[src/rtl/cmdec_pkg.sv]
package cmdec_pkg;

  localparam int ADDR_W  = 6;
  localparam int DATA_W  = 16;
  localparam int FE_BITS = 672;
  localparam int ERR_W   = 4;
  localparam int FLIP_W  = 5;
  localparam int PLEN_W  = 6;
  localparam int ID_W    = 3;
  localparam int HEAD_W  = 5;
  localparam int CODE_W  = 4;
  localparam int CNT_W   = $clog2(FE_BITS + 1);
  localparam int SH_W    = DATA_W;
  localparam int GP_W    = PLEN_W + 1;

  localparam logic [HEAD_W-1:0] HEAD_TRIG = 5'b11101;
  localparam logic [HEAD_W-1:0] HEAD_CMD  = 5'b10110;

  localparam logic [CODE_W-1:0] KIND_BCR  = 4'b0001;
  localparam logic [CODE_W-1:0] KIND_ECR  = 4'b0010;
  localparam logic [CODE_W-1:0] KIND_CAL  = 4'b0100;
  localparam logic [CODE_W-1:0] KIND_SLOW = 4'b1000;

  localparam logic [CODE_W-1:0] OP_RD   = 4'b0001;
  localparam logic [CODE_W-1:0] OP_WR   = 4'b0010;
  localparam logic [CODE_W-1:0] OP_CFG  = 4'b0100;
  localparam logic [CODE_W-1:0] OP_GRST = 4'b1000;
  localparam logic [CODE_W-1:0] OP_GPLS = 4'b1001;
  localparam logic [CODE_W-1:0] OP_RUN  = 4'b1010;

  typedef enum logic [2:0] {
    PH_IDLE, PH_HEAD, PH_KIND, PH_OP, PH_CHIP, PH_ADDR, PH_DATA, PH_CFG
  } phase_e;

  typedef struct packed {
    phase_e              phase;
    logic [CNT_W-1:0]    cnt;
    logic [SH_W-1:0]     shreg;
    logic [CODE_W-1:0]   op;
    logic                hit;
    logic [ADDR_W-1:0]   addr;
    logic [DATA_W-1:0]   data;
    logic                run;
    logic [GP_W-1:0]     gp_cnt;
    logic [FLIP_W-1:0]   flips;
    logic [ERR_W-1:0]    e_head;
    logic [ERR_W-1:0]    e_kind;
    logic [ERR_W-1:0]    e_op;
    logic                s_trig;
    logic                s_tflip;
    logic                s_bcr;
    logic                s_ecr;
    logic                s_cal;
    logic                s_rd;
    logic                s_wr;
    logic                s_fesh;
    logic                s_febit;
    logic                s_grst;
  } cmd_state_t;

  localparam int ST_W = $bits(cmd_state_t);

  function automatic int field_len(phase_e ph);
    case (ph)
      PH_HEAD:                   return HEAD_W;
      PH_KIND, PH_OP, PH_CHIP:   return CODE_W;
      PH_ADDR:                   return ADDR_W;
      PH_DATA:                   return DATA_W;
      PH_CFG:                    return FE_BITS;
      default:                   return 1;
    endcase
  endfunction

  function automatic logic near_trig(logic [HEAD_W-1:0] f);
    return ($countones(f ^ HEAD_TRIG) <= 1);
  endfunction

  function automatic logic [ERR_W-1:0] err_inc(logic [ERR_W-1:0] v);
    return (&v) ? v : v + 1'b1;
  endfunction

  function automatic logic [FLIP_W-1:0] flip_inc(logic [FLIP_W-1:0] v);
    return (&v) ? v : v + 1'b1;
  endfunction

  function automatic logic op_known(logic [CODE_W-1:0] c);
    return (c == OP_RD) || (c == OP_WR) || (c == OP_CFG) ||
           (c == OP_GRST) || (c == OP_GPLS) || (c == OP_RUN);
  endfunction

endpackage

[src/rtl/cmdec_vote.sv]
module cmdec_vote #(
  parameter int W = 8
) (
  input  logic [W-1:0] a,
  input  logic [W-1:0] b,
  input  logic [W-1:0] c,
  output logic [W-1:0] v,
  output logic         mis
);
  assign v   = (a & b) | (a & c) | (b & c);
  assign mis = (a != b) || (a != c);
endmodule

[src/rtl/cmdec_copy.sv]
module cmdec_copy #(
  parameter int W = 8
) (
  input  logic         clk,
  input  logic         rst_n,
  input  logic [W-1:0] d,
  output logic [W-1:0] q
);
  logic [W-1:0] q_r;

  always_ff @(posedge clk or negedge rst_n) begin
    if (!rst_n) q_r <= '0;
    else        q_r <= d;
  end

  assign q = q_r;
endmodule

[src/rtl/cmdec_next.sv]
module cmdec_next
  import cmdec_pkg::*;
(
  input  cmd_state_t          cur,
  input  logic                bit_in,
  input  logic [ID_W-1:0]     chip_id,
  input  logic [PLEN_W-1:0]   pulse_len,
  input  logic                mismatch,
  output cmd_state_t          nxt
);
  logic [SH_W-1:0]   sh;
  logic              at_end;
  logic              chip_hit;
  logic [CODE_W-1:0] fld4;

  assign sh       = {cur.shreg[SH_W-2:0], bit_in};
  assign at_end   = (int'(cur.cnt) == field_len(cur.phase) - 1);
  assign fld4     = sh[CODE_W-1:0];
  assign chip_hit = fld4[CODE_W-1] || (fld4[ID_W-1:0] == chip_id);

  always_comb begin
    nxt = cur;
    nxt.s_trig  = 1'b0;
    nxt.s_tflip = 1'b0;
    nxt.s_bcr   = 1'b0;
    nxt.s_ecr   = 1'b0;
    nxt.s_cal   = 1'b0;
    nxt.s_rd    = 1'b0;
    nxt.s_wr    = 1'b0;
    nxt.s_fesh  = 1'b0;
    nxt.s_febit = 1'b0;
    nxt.s_grst  = 1'b0;
    if (cur.gp_cnt != '0) nxt.gp_cnt = cur.gp_cnt - 1'b1;
    if (mismatch)         nxt.flips  = flip_inc(cur.flips);

    if (cur.phase == PH_CFG) begin
      nxt.s_fesh  = cur.hit;
      nxt.s_febit = cur.hit & bit_in;
    end

    if (cur.phase == PH_IDLE) begin
      if (bit_in) begin
        nxt.phase = PH_HEAD;
        nxt.cnt   = CNT_W'(1);
        nxt.shreg = SH_W'(1);
      end
    end else if (!at_end) begin
      nxt.shreg = sh;
      nxt.cnt   = cur.cnt + 1'b1;
    end else begin
      nxt.phase = PH_IDLE;
      nxt.cnt   = '0;
      nxt.shreg = sh;
      case (cur.phase)
        PH_HEAD: begin
          if (near_trig(sh[HEAD_W-1:0])) begin
            if (cur.run) begin
              nxt.s_trig  = 1'b1;
              nxt.s_tflip = (sh[HEAD_W-1:0] != HEAD_TRIG);
            end
          end else if (sh[HEAD_W-1:0] == HEAD_CMD) begin
            nxt.phase = PH_KIND;
          end else begin
            nxt.e_head = err_inc(cur.e_head);
          end
        end
        PH_KIND: begin
          case (fld4)
            KIND_BCR:  nxt.s_bcr = cur.run;
            KIND_ECR:  nxt.s_ecr = cur.run;
            KIND_CAL:  nxt.s_cal = cur.run;
            KIND_SLOW: nxt.phase = PH_OP;
            default:   nxt.e_kind = err_inc(cur.e_kind);
          endcase
        end
        PH_OP: begin
          if (op_known(fld4)) begin
            nxt.op    = fld4;
            nxt.phase = PH_CHIP;
          end else begin
            nxt.e_op = err_inc(cur.e_op);
          end
        end
        PH_CHIP: begin
          nxt.hit = chip_hit;
          case (cur.op)
            OP_RD, OP_WR: nxt.phase = PH_ADDR;
            OP_CFG:       nxt.phase = PH_CFG;
            OP_GRST: if (chip_hit) begin
              nxt.s_grst = 1'b1;
              nxt.run    = 1'b0;
            end
            OP_GPLS: if (chip_hit) nxt.gp_cnt = {1'b0, pulse_len} + 1'b1;
            OP_RUN:  if (chip_hit) nxt.run = 1'b1;
            default: ;
          endcase
        end
        PH_ADDR: begin
          if (cur.hit) nxt.addr = sh[ADDR_W-1:0];
          if (cur.op == OP_RD) nxt.s_rd  = cur.hit;
          else                 nxt.phase = PH_DATA;
        end
        PH_DATA: begin
          if (cur.hit) begin
            nxt.data = sh[DATA_W-1:0];
            nxt.s_wr = 1'b1;
          end
        end
        default: ;
      endcase
    end
  end
endmodule

[src/rtl/tmr_cmd_decoder.sv]
module tmr_cmd_decoder
  import cmdec_pkg::*;
(
  input  logic                 clk,
  input  logic                 rst_n,
  input  logic                 cmd_in,
  input  logic [ID_W-1:0]      chip_id,
  input  logic [PLEN_W-1:0]    pulse_len,
  output logic                 trig,
  output logic                 trig_flip,
  output logic                 bcr,
  output logic                 ecr,
  output logic                 cal,
  output logic                 rd_req,
  output logic                 wr_req,
  output logic [ADDR_W-1:0]    reg_addr,
  output logic [DATA_W-1:0]    wr_data,
  output logic                 fe_shift,
  output logic                 fe_bit,
  output logic                 glob_rst,
  output logic                 glob_pulse,
  output logic                 run_mode,
  output logic [FLIP_W-1:0]    flip_cnt,
  output logic [ERR_W-1:0]     err_head,
  output logic [ERR_W-1:0]     err_kind,
  output logic [ERR_W-1:0]     err_op
);
  localparam int NCOPY = 3;

  logic [ST_W-1:0] cur_q [NCOPY];
  logic [ST_W-1:0] nxt_v [NCOPY];
  logic [ST_W-1:0] voted_v;
  logic            mismatch;
  cmd_state_t      voted;

  cmdec_vote #(.W(ST_W)) u_vote (
    .a(cur_q[0]), .b(cur_q[1]), .c(cur_q[2]), .v(voted_v), .mis(mismatch)
  );
  assign voted = cmd_state_t'(voted_v);

  for (genvar k = 0; k < NCOPY; k++) begin : g_copy
    cmd_state_t nxt_s;
    cmdec_next u_next (
      .cur(voted), .bit_in(cmd_in), .chip_id(chip_id),
      .pulse_len(pulse_len), .mismatch(mismatch), .nxt(nxt_s)
    );
    assign nxt_v[k] = nxt_s;
    cmdec_copy #(.W(ST_W)) u_copy (
      .clk(clk), .rst_n(rst_n), .d(nxt_v[k]), .q(cur_q[k])
    );
  end

  assign trig       = voted.s_trig;
  assign trig_flip  = voted.s_tflip;
  assign bcr        = voted.s_bcr;
  assign ecr        = voted.s_ecr;
  assign cal        = voted.s_cal;
  assign rd_req     = voted.s_rd;
  assign wr_req     = voted.s_wr;
  assign reg_addr   = voted.addr;
  assign wr_data    = voted.data;
  assign fe_shift   = voted.s_fesh;
  assign fe_bit     = voted.s_febit;
  assign glob_rst   = voted.s_grst;
  assign glob_pulse = (voted.gp_cnt != '0);
  assign run_mode   = voted.run;
  assign flip_cnt   = voted.flips;
  assign err_head   = voted.e_head;
  assign err_kind   = voted.e_kind;
  assign err_op     = voted.e_op;
endmodule

[config.mk]
export PLATFORM = sky130hd
export DESIGN_NAME = tmr_cmd_decoder
export DESIGN_NICKNAME = d
export VERILOG_FILES = /design/src/rtl/cmdec_pkg.sv /design/src/rtl/cmdec_vote.sv /design/src/rtl/cmdec_copy.sv /design/src/rtl/cmdec_next.sv /design/src/rtl/tmr_cmd_decoder.sv
export SDC_FILE = /design/constraint.sdc
export NUM_CORES = 1
export LEC_CHECK = 0
export BUFFER_PORTS_ARGS = -buffer_cell sky130_fd_sc_hd__buf_4
export CORE_ASPECT_RATIO = 1.25
export CORE_MARGIN = 4
export CORE_UTILIZATION = 35
export DETAILED_ROUTE_END_ITERATION = 10
export PLACE_DENSITY = 0.58
export SETUP_SLACK_MARGIN = 0.1
export SYNTH_ARGS = -nofsm -noshare
export SYNTH_HDL_FRONTEND = slang
export SYNTH_SLANG_ARGS = --single-unit
[constraint.sdc]
create_clock -name clk -period 4.44 [get_ports clk]
set_clock_uncertainty 0.15 [all_clocks]
set_input_delay 0.888 -clock clk [delete_from_list [all_inputs] [get_ports clk]]
set_output_delay 0.888 -clock clk [all_outputs]
set_load 0.02 [all_outputs]
==> results.sh, run 1 <==
export IMPL_status="finished clean"
export IMPL_pwr_share_comb=0.097
export IMPL_relSlewSlack=0.240
export IMPL_clockPowerShare=0.430
export IMPL_antenna_found_initial=0
export IMPL_synth_warnings=0
export IMPL_post_synth_top_count_cell="dfrtp_1"
export IMPL_cp_max_fo=15
export IMPL_die_h_um=137
export IMPL_synthesis_area_mm2=0.00468
export IMPL_row_count=47
export IMPL_drtIter0Drc=238
export IMPL_reg2reg_depth=11
export IMPL_path_clk_slew_ns=0.06
export IMPL_holdPathEnd="g_copy[2].u_copy.q[67]"
export IMPL_final_hold_viol_count=0
export IMPL_max_clock_path_buffers=2
export IMPL_ioPinCount=63
export IMPL_core_area_mm2=0.0132
export IMPL_power_frac_seq=0.473
export IMPL_final_core_util=0.404
export IMPL_routed_via_count=3395
export IMPL_synth_area_leaders="dfrtp_1, buf_4, ha_1"
export IMPL_regArea_mm2=0.00213
export IMPL_r2r_start="g_copy[2].u_copy.q[89]"
export IMPL_hp_start="g_copy[2].u_copy.q[67]"
export IMPL_grt_pass1_wl_mm=17.8
export IMPL_start_kind="flop"
export IMPL_initial_utilization=0.355
export IMPL_largest_reg_flops=85
export IMPL_tightest_slew_ns=1.14
export IMPL_grt_pass1_vias=3488
export IMPL_switching_share=0.243
export IMPL_drt_wirelength_per_cell_um=15.7
export IMPL_synth_top_area_cell="dfrtp_1"
export IMPL_fin_crit_ns=3.99
export IMPL_synthFlopType="dfrtp_1"
export IMPL_htreeDepth=3
export IMPL_synth_cell_type_count=57
export IMPL_setup_viol=0
export IMPL_total_leakage_power_nw=2.45
export IMPL_cp_arrival_ns=4.06
export IMPL_syn_instance_count=474
export IMPL_dr_pass1_iters=4
export IMPL_cell_internal_pwr_w=0.00136
export IMPL_cts_tree="built"
export IMPL_synth_edff_count=0
export IMPL_clk_insertion_delay_late_ns=0.34
export IMPL_synth_top_area_share=0.454
export IMPL_n_antenna_cell=0
export IMPL_nFillCells=1334
export IMPL_port_buffers=57
export IMPL_die_w_um=111
export IMPL_fmax_mhz=251
export IMPL_cts_setup_buffers=0
export IMPL_syn_to_final_growth_pct=13.8
export IMPL_hp_class="reg2reg"
export IMPL_whs_path_depth=1
export IMPL_cts_sinks=85
export IMPL_rrSetupSlack_ns=0.45
export IMPL_path_cells="inv_1 -> ha_1 -> inv_1 -> nand2_1 -> ha_1 -> xnor2_1 -> nor4_2 -> nand3_1 -> or4_1 -> nor4_4 -> mux2_4"
export IMPL_synthTopCellsByCount="dfrtp_1, nand2_1, buf_4"
export IMPL_drcViolationCount=0
export IMPL_cts_root_buf="clkbuf_16"
export IMPL_cts_buffers=9
export IMPL_slowest_stage="or4_1"
export IMPL_totalWireLength_mm=10.6
export IMPL_multiInputGateArea_mm2=0.00212
export IMPL_fin_crit_sh=0.898
export IMPL_p_per_area_mw_per_mm2=338
export IMPL_place_hpwl_mm=7.74
export IMPL_grt_usage=0.144
export IMPL_irDropWorstVdd_v=0.000157
export IMPL_cpPeakStageDelay_ns=0.72
export IMPL_ys_seq_elements=85
export IMPL_synthArstFlopShare=1.00
export IMPL_worstPathRequired_ns=4.51
export IMPL_dieArea_mm2=0.0153
export IMPL_slew_violations=0
export IMPL_fin_nets=527
export IMPL_grt_max_degree=66
export IMPL_finalSetupTns_ns=0
export IMPL_rsz0062_at_grt="no"
export IMPL_avgSynthCellArea_um2=9.87
export IMPL_drive_gt1_frac=0.214
export IMPL_drv_cap=0
export IMPL_power_switching_w=0.000439
export IMPL_worstSetupEndpointType="flop"
export IMPL_grt_ovfl_total=0
export IMPL_postRouteAntennaNets=0
export IMPL_vias_per_cell=5.06
export IMPL_synth_yosys_seq_area_share=0.454
export IMPL_place_congestion=0.853
export IMPL_r2r_end="g_copy[2].u_copy.q[28]"
export IMPL_path_class="reg2reg"
## power groups by stage
stage / clock [W] / sequential [W] / combinational [W]
2_1_floorplan: 0 / 0.000858 / 0.000128
3_3_place_gp: 0 / 0.000865 / 0.000171
3_5_place_dp: 0 / 0.000867 / 0.000179
4_1_cts: 0.000791 / 0.000852 / 0.000179
5_1_grt: 0.000823 / 0.000858 / 0.000201
6_report: 0.000775 / 0.000852 / 0.000176
## how the worst max path moves through the flow
stage	startpoint	endpoint	slack, ns
2_1_floorplan	g_copy[2].u_copy.q[89]	g_copy[2].u_copy.q[27]	1.00
3_3_place_gp	g_copy[2].u_copy.q[89]	g_copy[2].u_copy.q[55]	0.55
3_5_place_dp	g_copy[2].u_copy.q[89]	g_copy[2].u_copy.q[56]	0.36
4_1_cts	g_copy[2].u_copy.q[89]	g_copy[2].u_copy.q[55]	0.37
5_1_grt	g_copy[2].u_copy.q[89]	g_copy[2].u_copy.q[27]	0.17
6_report	g_copy[2].u_copy.q[89]	g_copy[2].u_copy.q[28]	0.45
## cells in the final DEF (no fill, tap or decap), types with 5 or more instances in the layout
master,instances
xnor2_1,19
a31oi_1,5
a21o_1,6
dfrtp_1,85
ha_1,18
and3_1,12
mux2_2,19
nand4_1,7
o21ai_0,27
nor3_1,8
mux2i_1,6
nand2_1,59
xor2_1,8
nor2_1,16
conb_1,5
inv_1,19
nand3_1,25
buf_4,64
o21ai_1,10
clkbuf_16,9
## worst max-delay path: cells and delay by family (launching register included)
| family | cells | cell delay, ns |
|---|---|---|
| flops | 1 | 0.58 |
| xor+xnor | 1 | 0.15 |
| buf+inv | 2 | 0.28 |
| fa+ha+maj | 2 | 0.60 |
| mux | 1 | 0.35 |
| simple gates | 5 | 1.75 |
## kinds of logic (layout without fill, tap and decap cells)
group | after synthesis | count (layout) | synth area share
flops | 85 | 85 | 0.454
buf+inv | 77 | 99 | 0.0957
other cells | 1 | 5 | 0.000801
mux | 27 | 27 | 0.0650
compound gates | 76 | 76 | 0.102
xor+xnor | 27 | 27 | 0.0505
simple gates | 161 | 161 | 0.175
fa+ha+maj | 20 | 20 | 0.0567
## final cells by class
type | count | area share
inverters | 19 | 0.0134
clock inverters | 5 | 0.0110
repair buffers | 64 | 0.0902
multi-input cells | 316 | 0.399
flip-flops and latches | 85 | 0.399
well taps | 171 | 0.0402
clock buffers | 11 | 0.0474
## layer usage
| layer | GRT usage | vias up | wire [µm] |
|---|---|---|---|
| li1 | - | 1644 | - |
| met2 | 0.241 | 75 | 5230 |
| met1 | 0.182 | 1662 | 4720 |
| met5 | 0 | - | 0 |
| met4 | 0.0588 | 0 | 214 |
| met3 | 0.0290 | 14 | 388 |
## repair_timing
action | 4_1_cts | 5_1_grt
resized for setup | 0 | 1
setup endpoints to repair | 0 | 6
hold buffers | 0 | 0
## stage by stage
step	instances	power (W)	area, µm²	setup slack, ns	hold slack [ns]
floorplan	478	0.000985	4700	1.00	0.291
global placement	655	0.00104	5010	0.554	0.302
detailed placement	655	0.00105	5010	0.363	0.316
CTS	671	0.00182	5330	0.367	0.329
global route	671	0.00188	5330	0.175	0.364
finish	671	0.00180	5330	0.453	0.329
(Power assumes the default switching activity.)
==> run 2, diff against run 1 <==
--- a/config.mk
+++ b/config.mk
@@ -10,7 +10,7 @@
 export CORE_MARGIN = 4
 export CORE_UTILIZATION = 35
 export DETAILED_ROUTE_END_ITERATION = 10
-export PLACE_DENSITY = 0.58
+export PLACE_DENSITY = 0.64
 export SETUP_SLACK_MARGIN = 0.1
 export SYNTH_ARGS = -nofsm -noshare
 export SYNTH_HDL_FRONTEND = slang
==> run 2 against run 1 <==
Effect of this change: global-route usage decreased by 0.61 points; core utilization rose by 0.35 points; non-clock buffer count is 2 higher; worst setup slack better by 0.20 ns; via count is 1.1% higher; routed wire length decreased by 1.4%; final area grew 0.87%; final cell count up 0.30%; worst hold slack worse by 0.0038 ns; total power rose by 3.5%; sequential share of layout area shrank 0.34 points; critical path depth is 2 higher; critical path type unchanged; critical endpoint unchanged; largest cell class unchanged; largest power group unchanged.
==> results.sh, run 2 (synthesized netlist as in run 1, its figures left out) <==
export IMPL_status="finished clean"
export IMPL_irDropWorstVdd_v=0.000187
export IMPL_dp_cells=657
export IMPL_n_antenna_cell=0
export IMPL_htreeDepth=3
export IMPL_vias_per_cell=5.10
export IMPL_mostFrequentLayoutCells="dfrtp_1, buf_4, nand2_1"
export IMPL_initial_utilization=0.355
export IMPL_setup_slack_ns=0.654
export IMPL_totalWireLength_mm=10.4
export IMPL_port_buffers=57
export IMPL_fin_hold_ws_ns=0.325
export IMPL_fin_crit_sh=0.853
export IMPL_finalSetupTns_ns=0
export IMPL_worstPathRequired_ns=4.51
export IMPL_gr_usage_met2=0.230
export IMPL_final_hold_viol_count=0
export IMPL_grt_pass1_wl_mm=17.0
export IMPL_hp_class="reg2reg"
export IMPL_fin_crit_ns=3.79
export IMPL_post_cts_resized=0
export IMPL_drcViolationCount=0
export IMPL_antenna_found_initial=0
export IMPL_syn_to_final_growth_pct=14.8
export IMPL_grt_ovfl_total=0
export IMPL_cts_buffers=9
export IMPL_setup_viol=0
export IMPL_drive_gt1_frac=0.217
export IMPL_grt_usage=0.138
export IMPL_cts_sinks=85
export IMPL_die_h_um=137
export IMPL_ioPinCount=63
export IMPL_place_hpwl_mm=7.52
export IMPL_core_area_mm2=0.0132
export IMPL_worstSetupEndpointType="flop"
export IMPL_largest_reg_flops=85
export IMPL_cp_max_fo=15
export IMPL_cts_tree="built"
export IMPL_relSlewSlack=0.349
export IMPL_grtUsageMet3=0.0290
export IMPL_grt_pass1_vias=3478
export IMPL_total_leakage_power_nw=2.48
export IMPL_path_class="reg2reg"
export IMPL_die_w_um=111
export IMPL_fin_cells=673
export IMPL_max_clock_path_buffers=2
export IMPL_drv_cap=0
export IMPL_drtIter0Drc=187
export IMPL_path_clk_slew_ns=0.06
export IMPL_fmax_mhz=264
export IMPL_postRouteAntennaNets=0
export IMPL_p_per_area_mw_per_mm2=347
export IMPL_cts_setup_buffers=0
export IMPL_cp_arrival_ns=3.86
export IMPL_slew_violations=0
export IMPL_fin_nets=529
export IMPL_place_congestion=0.845
export IMPL_clk_insertion_delay_late_ns=0.34
export IMPL_busiest_layer="met2"
export IMPL_dieArea_mm2=0.0153
export IMPL_layout_commonest_cell="dfrtp_1"
export IMPL_row_count=47
export IMPL_grt_max_degree=72
export IMPL_cts_hold_buf=0
export IMPL_tightest_slew_ns=0.975
export IMPL_drt_wirelength_per_cell_um=15.5
export IMPL_cts_root_buf="clkbuf_16"
export IMPL_final_core_util=0.408
export IMPL_routed_via_count=3431
export IMPL_nFillCells=1316
export IMPL_rsz0062_at_grt="no"
export IMPL_dr_pass1_iters=4
export IMPL_pre_cts_slack_ns=0.686
export IMPL_start_kind="flop"
export IMPL_grtUsageMet1=0.171
[run 2: cell types whose count changed in the layout (fill, tap and decap cells not counted)]
cell | before | now
buf_4 | 64 | 66
bufinv_16 | 1 | 2
clkbuf_8 | 2 | 3
clkinv_2 | 1 | 0
clkinv_4 | 1 | 0
clkinvlp_4 | 2 | 1
inv_6 | 0 | 1
[run 2: path summary, 6_finish.rpt]
check                                    endpoint                   start  depth (start not counted)  slack (ns)
max                        g_copy[2].u_copy.q[28]  g_copy[2].u_copy.q[89]                         13        0.65
min                        g_copy[2].u_copy.q[66]  g_copy[2].u_copy.q[66]                          1        0.32
max reg2reg                g_copy[2].u_copy.q[28]  g_copy[2].u_copy.q[89]                         13        0.65
min reg2reg                g_copy[2].u_copy.q[66]  g_copy[2].u_copy.q[66]                          1        0.32
max in group asynchronous  g_copy[2].u_copy.q[55]                   rst_n                          2        2.86
min in group asynchronous   g_copy[2].u_copy.q[1]                   rst_n                          1        0.54
[run 2: cell type report]
class / instances / area (µm²) / area share
clock buffer: 12 / 267 / 0.0496
clock inverter: 4 / 76.3 / 0.0142
inverter: 19 / 71.3 / 0.0133
multi-input combinational: 316 / 2120 / 0.395
sequential: 85 / 2130 / 0.396
tap: 171 / 214 / 0.0398
timing repair buffer: 66 / 495 / 0.0922
[run 2: where the power goes]
group	switching [W]	internal, W
Combinational	0.0000940	0.0000822
Clock	0.000298	0.000541
Sequential	0.0000354	0.000816
[run 2: layer usage]
layer,wire (µm),share of wire,up-vias
li1,-,-,1644
met1,4630,0.44,1681
met2,5040,0.48,83
met3,441,0.042,23
met4,291,0.028,0
met5,0,0,-
[run 2: worst max-delay path, stage by stage, from the launching register on]
cell and delay (ns):
dfrtp_1 0.59, inv_1 0.18, ha_1 0.32, inv_1 0.11, nand2_1 0.06, ha_1 0.28, xnor2_1 0.14, nor4_2 0.25
nand3_1 0.12, or4_1 0.58, buf_4 0.22, nor4_4 0.13, buf_4 0.22, mux2_4 0.31
[run 2: stage by stage]
stage                     total power, W  area, µm²
after floorplan                 0.000985       4700
after global placement           0.00104       5030
after detailed placement         0.00104       5030
after CTS                        0.00190       5370
after global routing             0.00195       5370
final                            0.00187       5370
==> run 3, diff against run 2 <==
--- a/config.mk
+++ b/config.mk
@@ -8,9 +8,9 @@
 export BUFFER_PORTS_ARGS = -buffer_cell sky130_fd_sc_hd__buf_4
 export CORE_ASPECT_RATIO = 1.25
 export CORE_MARGIN = 4
-export CORE_UTILIZATION = 35
+export CORE_UTILIZATION = 40
 export DETAILED_ROUTE_END_ITERATION = 10
-export PLACE_DENSITY = 0.64
+export PLACE_DENSITY = 0.7
 export SETUP_SLACK_MARGIN = 0.1
 export SYNTH_ARGS = -nofsm -noshare
 export SYNTH_HDL_FRONTEND = slang
==> run 3 against run 2 <==
Effect of this change: highest routed layer unchanged; clock-buffer cell count down 2; sequential cell count unchanged; die area down 12%; routed wire length up 0.66%; critical path depth down 1; global-route usage up 2.3 points; final cell count down 5.6%; core utilization up 5.8 points.
==> results.sh, run 3 (synthesized netlist as in run 1, its figures left out) <==
export IMPL_status="finished clean"
export IMPL_die_w_um=105
export IMPL_hp_class="reg2reg"
export IMPL_drv_cap=0
export IMPL_busiest_layer="met2"
export IMPL_fin_nets=527
export IMPL_cpPeakStageDelay_ns=0.59
export IMPL_cp_max_fo=16
export IMPL_postRouteAntennaNets=0
export IMPL_row_count=43
export IMPL_port_buffers=57
export IMPL_cts_setup_buffers=0
export IMPL_fmax_mhz=252
export IMPL_place_congestion=0.829
export IMPL_die_h_um=129
export IMPL_fin_hold_ws_ns=0.328
export IMPL_htreeDepth=3
export IMPL_relSlewSlack=0.298
export IMPL_grtUsageMet3=0.0346
export IMPL_dr_pass1_iters=5
export IMPL_cts_tree="built"
export IMPL_drtIter0Drc=300
export IMPL_final_core_util=0.466
export IMPL_syn_to_final_growth_pct=12.6
export IMPL_grt_max_degree=86
export IMPL_gr_usage_met2=0.280
export IMPL_core_area_mm2=0.0113
export IMPL_n_antenna_cell=0
export IMPL_drive_gt1_frac=0.212
export IMPL_grt_pass1_vias=3531
export IMPL_start_kind="flop"
export IMPL_mostFrequentLayoutCells="dfrtp_1, buf_4, nand2_1"
export IMPL_fin_crit_sh=0.894
export IMPL_totalWireLength_mm=10.5
export IMPL_drt_wirelength_per_cell_um=16.5
export IMPL_slowest_stage="dfrtp_1"
export IMPL_antenna_found_initial=0
export IMPL_cts_buffers=9
export IMPL_post_cts_resized=0
export IMPL_final_hold_viol_count=0
export IMPL_finalSetupTns_ns=0
export IMPL_initial_utilization=0.414
export IMPL_grt_usage=0.161
export IMPL_clk_insertion_delay_late_ns=0.34
export IMPL_layout_commonest_cell="dfrtp_1"
export IMPL_cts_hold_buf=0
export IMPL_total_leakage_power_nw=2.45
export IMPL_grt_ovfl_total=0
export IMPL_path_clk_slew_ns=0.06
export IMPL_fin_crit_ns=3.97
export IMPL_p_per_area_mw_per_mm2=338
export IMPL_nFillCells=1074
export IMPL_cts_sinks=85
export IMPL_drcViolationCount=0
export IMPL_grtUsageMet1=0.196
export IMPL_setup_viol=0
export IMPL_max_clock_path_buffers=2
export IMPL_place_hpwl_mm=7.59
export IMPL_path_class="reg2reg"
export IMPL_crit_family="simple AND/OR/NAND/NOR gates"
export IMPL_grt_pass1_wl_mm=17.6
export IMPL_rsz0062_at_grt="no"
export IMPL_vias_per_cell=5.44
export IMPL_dieArea_mm2=0.0135
export IMPL_cp_num_buf_inv=3
export IMPL_routed_via_count=3455
export IMPL_worstSetupEndpointType="flop"
export IMPL_worstPathRequired_ns=4.51
export IMPL_path_cells="inv_1 -> ha_1 -> inv_1 -> nand2_1 -> ha_1 -> xnor2_1 -> nor4_2 -> nand3_1 -> or4_1 -> buf_4 -> or2_1 -> mux2_2"
export IMPL_tightest_slew_ns=1.05
export IMPL_cts_root_buf="clkbuf_16"
export IMPL_ioPinCount=63
export IMPL_irDropWorstVdd_v=0.000161
export IMPL_cp_arrival_ns=4.04
export IMPL_slew_violations=0
export IMPL_largest_reg_flops=85
run 3: cell types whose count changed in the layout (fill, tap and decap cells not counted):
cell,before,now
nor2_1,16,17
clkbuf_8,3,1
clkinv_2,0,3
nor2_2,2,1
buf_4,66,64
bufinv_16,2,1
run 3: path summary, 6_finish.rpt:
path	start	to	slack [ns]	cells past startpoint
max reg2reg	g_copy[2].u_copy.q[89]	g_copy[2].u_copy.q[35]	0.47	12
min reg2reg	g_copy[2].u_copy.q[72]	g_copy[2].u_copy.q[72]	0.33	2
min in group asynchronous	rst_n	g_copy[2].u_copy.q[45]	0.59	1
min	g_copy[2].u_copy.q[72]	g_copy[2].u_copy.q[72]	0.33	2
max in group asynchronous	rst_n	g_copy[2].u_copy.q[5]	2.89	1
max	g_copy[2].u_copy.q[89]	g_copy[2].u_copy.q[35]	0.47	12
run 3: worst min-delay path, cell delays in order (launching register included):
cell	delay [ns]
dfrtp_1	0.34
nand2_1	0.05
nand2_1	0.06
run 3: layer usage:
metal  wire, µm  part of all wire  vias up
li1           -                 -     1647
met1       4400              0.42     1693
met2       5430              0.52       98
met3        439             0.042       17
met4        207             0.020        0
met5          0                 0        -
run 3: area by class of cell:
type | count | area, µm² | share of cell area
multi-input combinational | 316 | 2120 | 0.403
tap | 135 | 169 | 0.0321
inverter | 19 | 71.3 | 0.0135
clock buffer | 10 | 239 | 0.0454
timing repair buffer | 64 | 480 | 0.0912
sequential | 85 | 2130 | 0.404
clock inverter | 6 | 61.3 | 0.0116
run 3: where the power goes:
| group | internal [W] | total (W) | switching (W) | leakage (nW) |
|---|---|---|---|---|
| Clock | 0.000450 | 0.000751 | 0.000301 | 0.149 |
| Sequential | 0.000816 | 0.000852 | 0.0000365 | 1.09 |
| Combinational | 0.0000819 | 0.000178 | 0.0000962 | 1.21 |
| Total | 0.00135 | 0.00178 | 0.000434 | 2.45 |
run 3: per-stage QoR:
stage / power [W] / cells / cell area (µm²) / worst slack, ns
global placement: 0.00103 / 619 / 4970 / 0.671
floorplan: 0.000985 / 478 / 4700 / 1.00
CTS: 0.00180 / 635 / 5270 / 0.457
finish: 0.00178 / 635 / 5270 / 0.471
detailed placement: 0.00105 / 619 / 4970 / 0.515
global route: 0.00187 / 635 / 5270 / 0.188
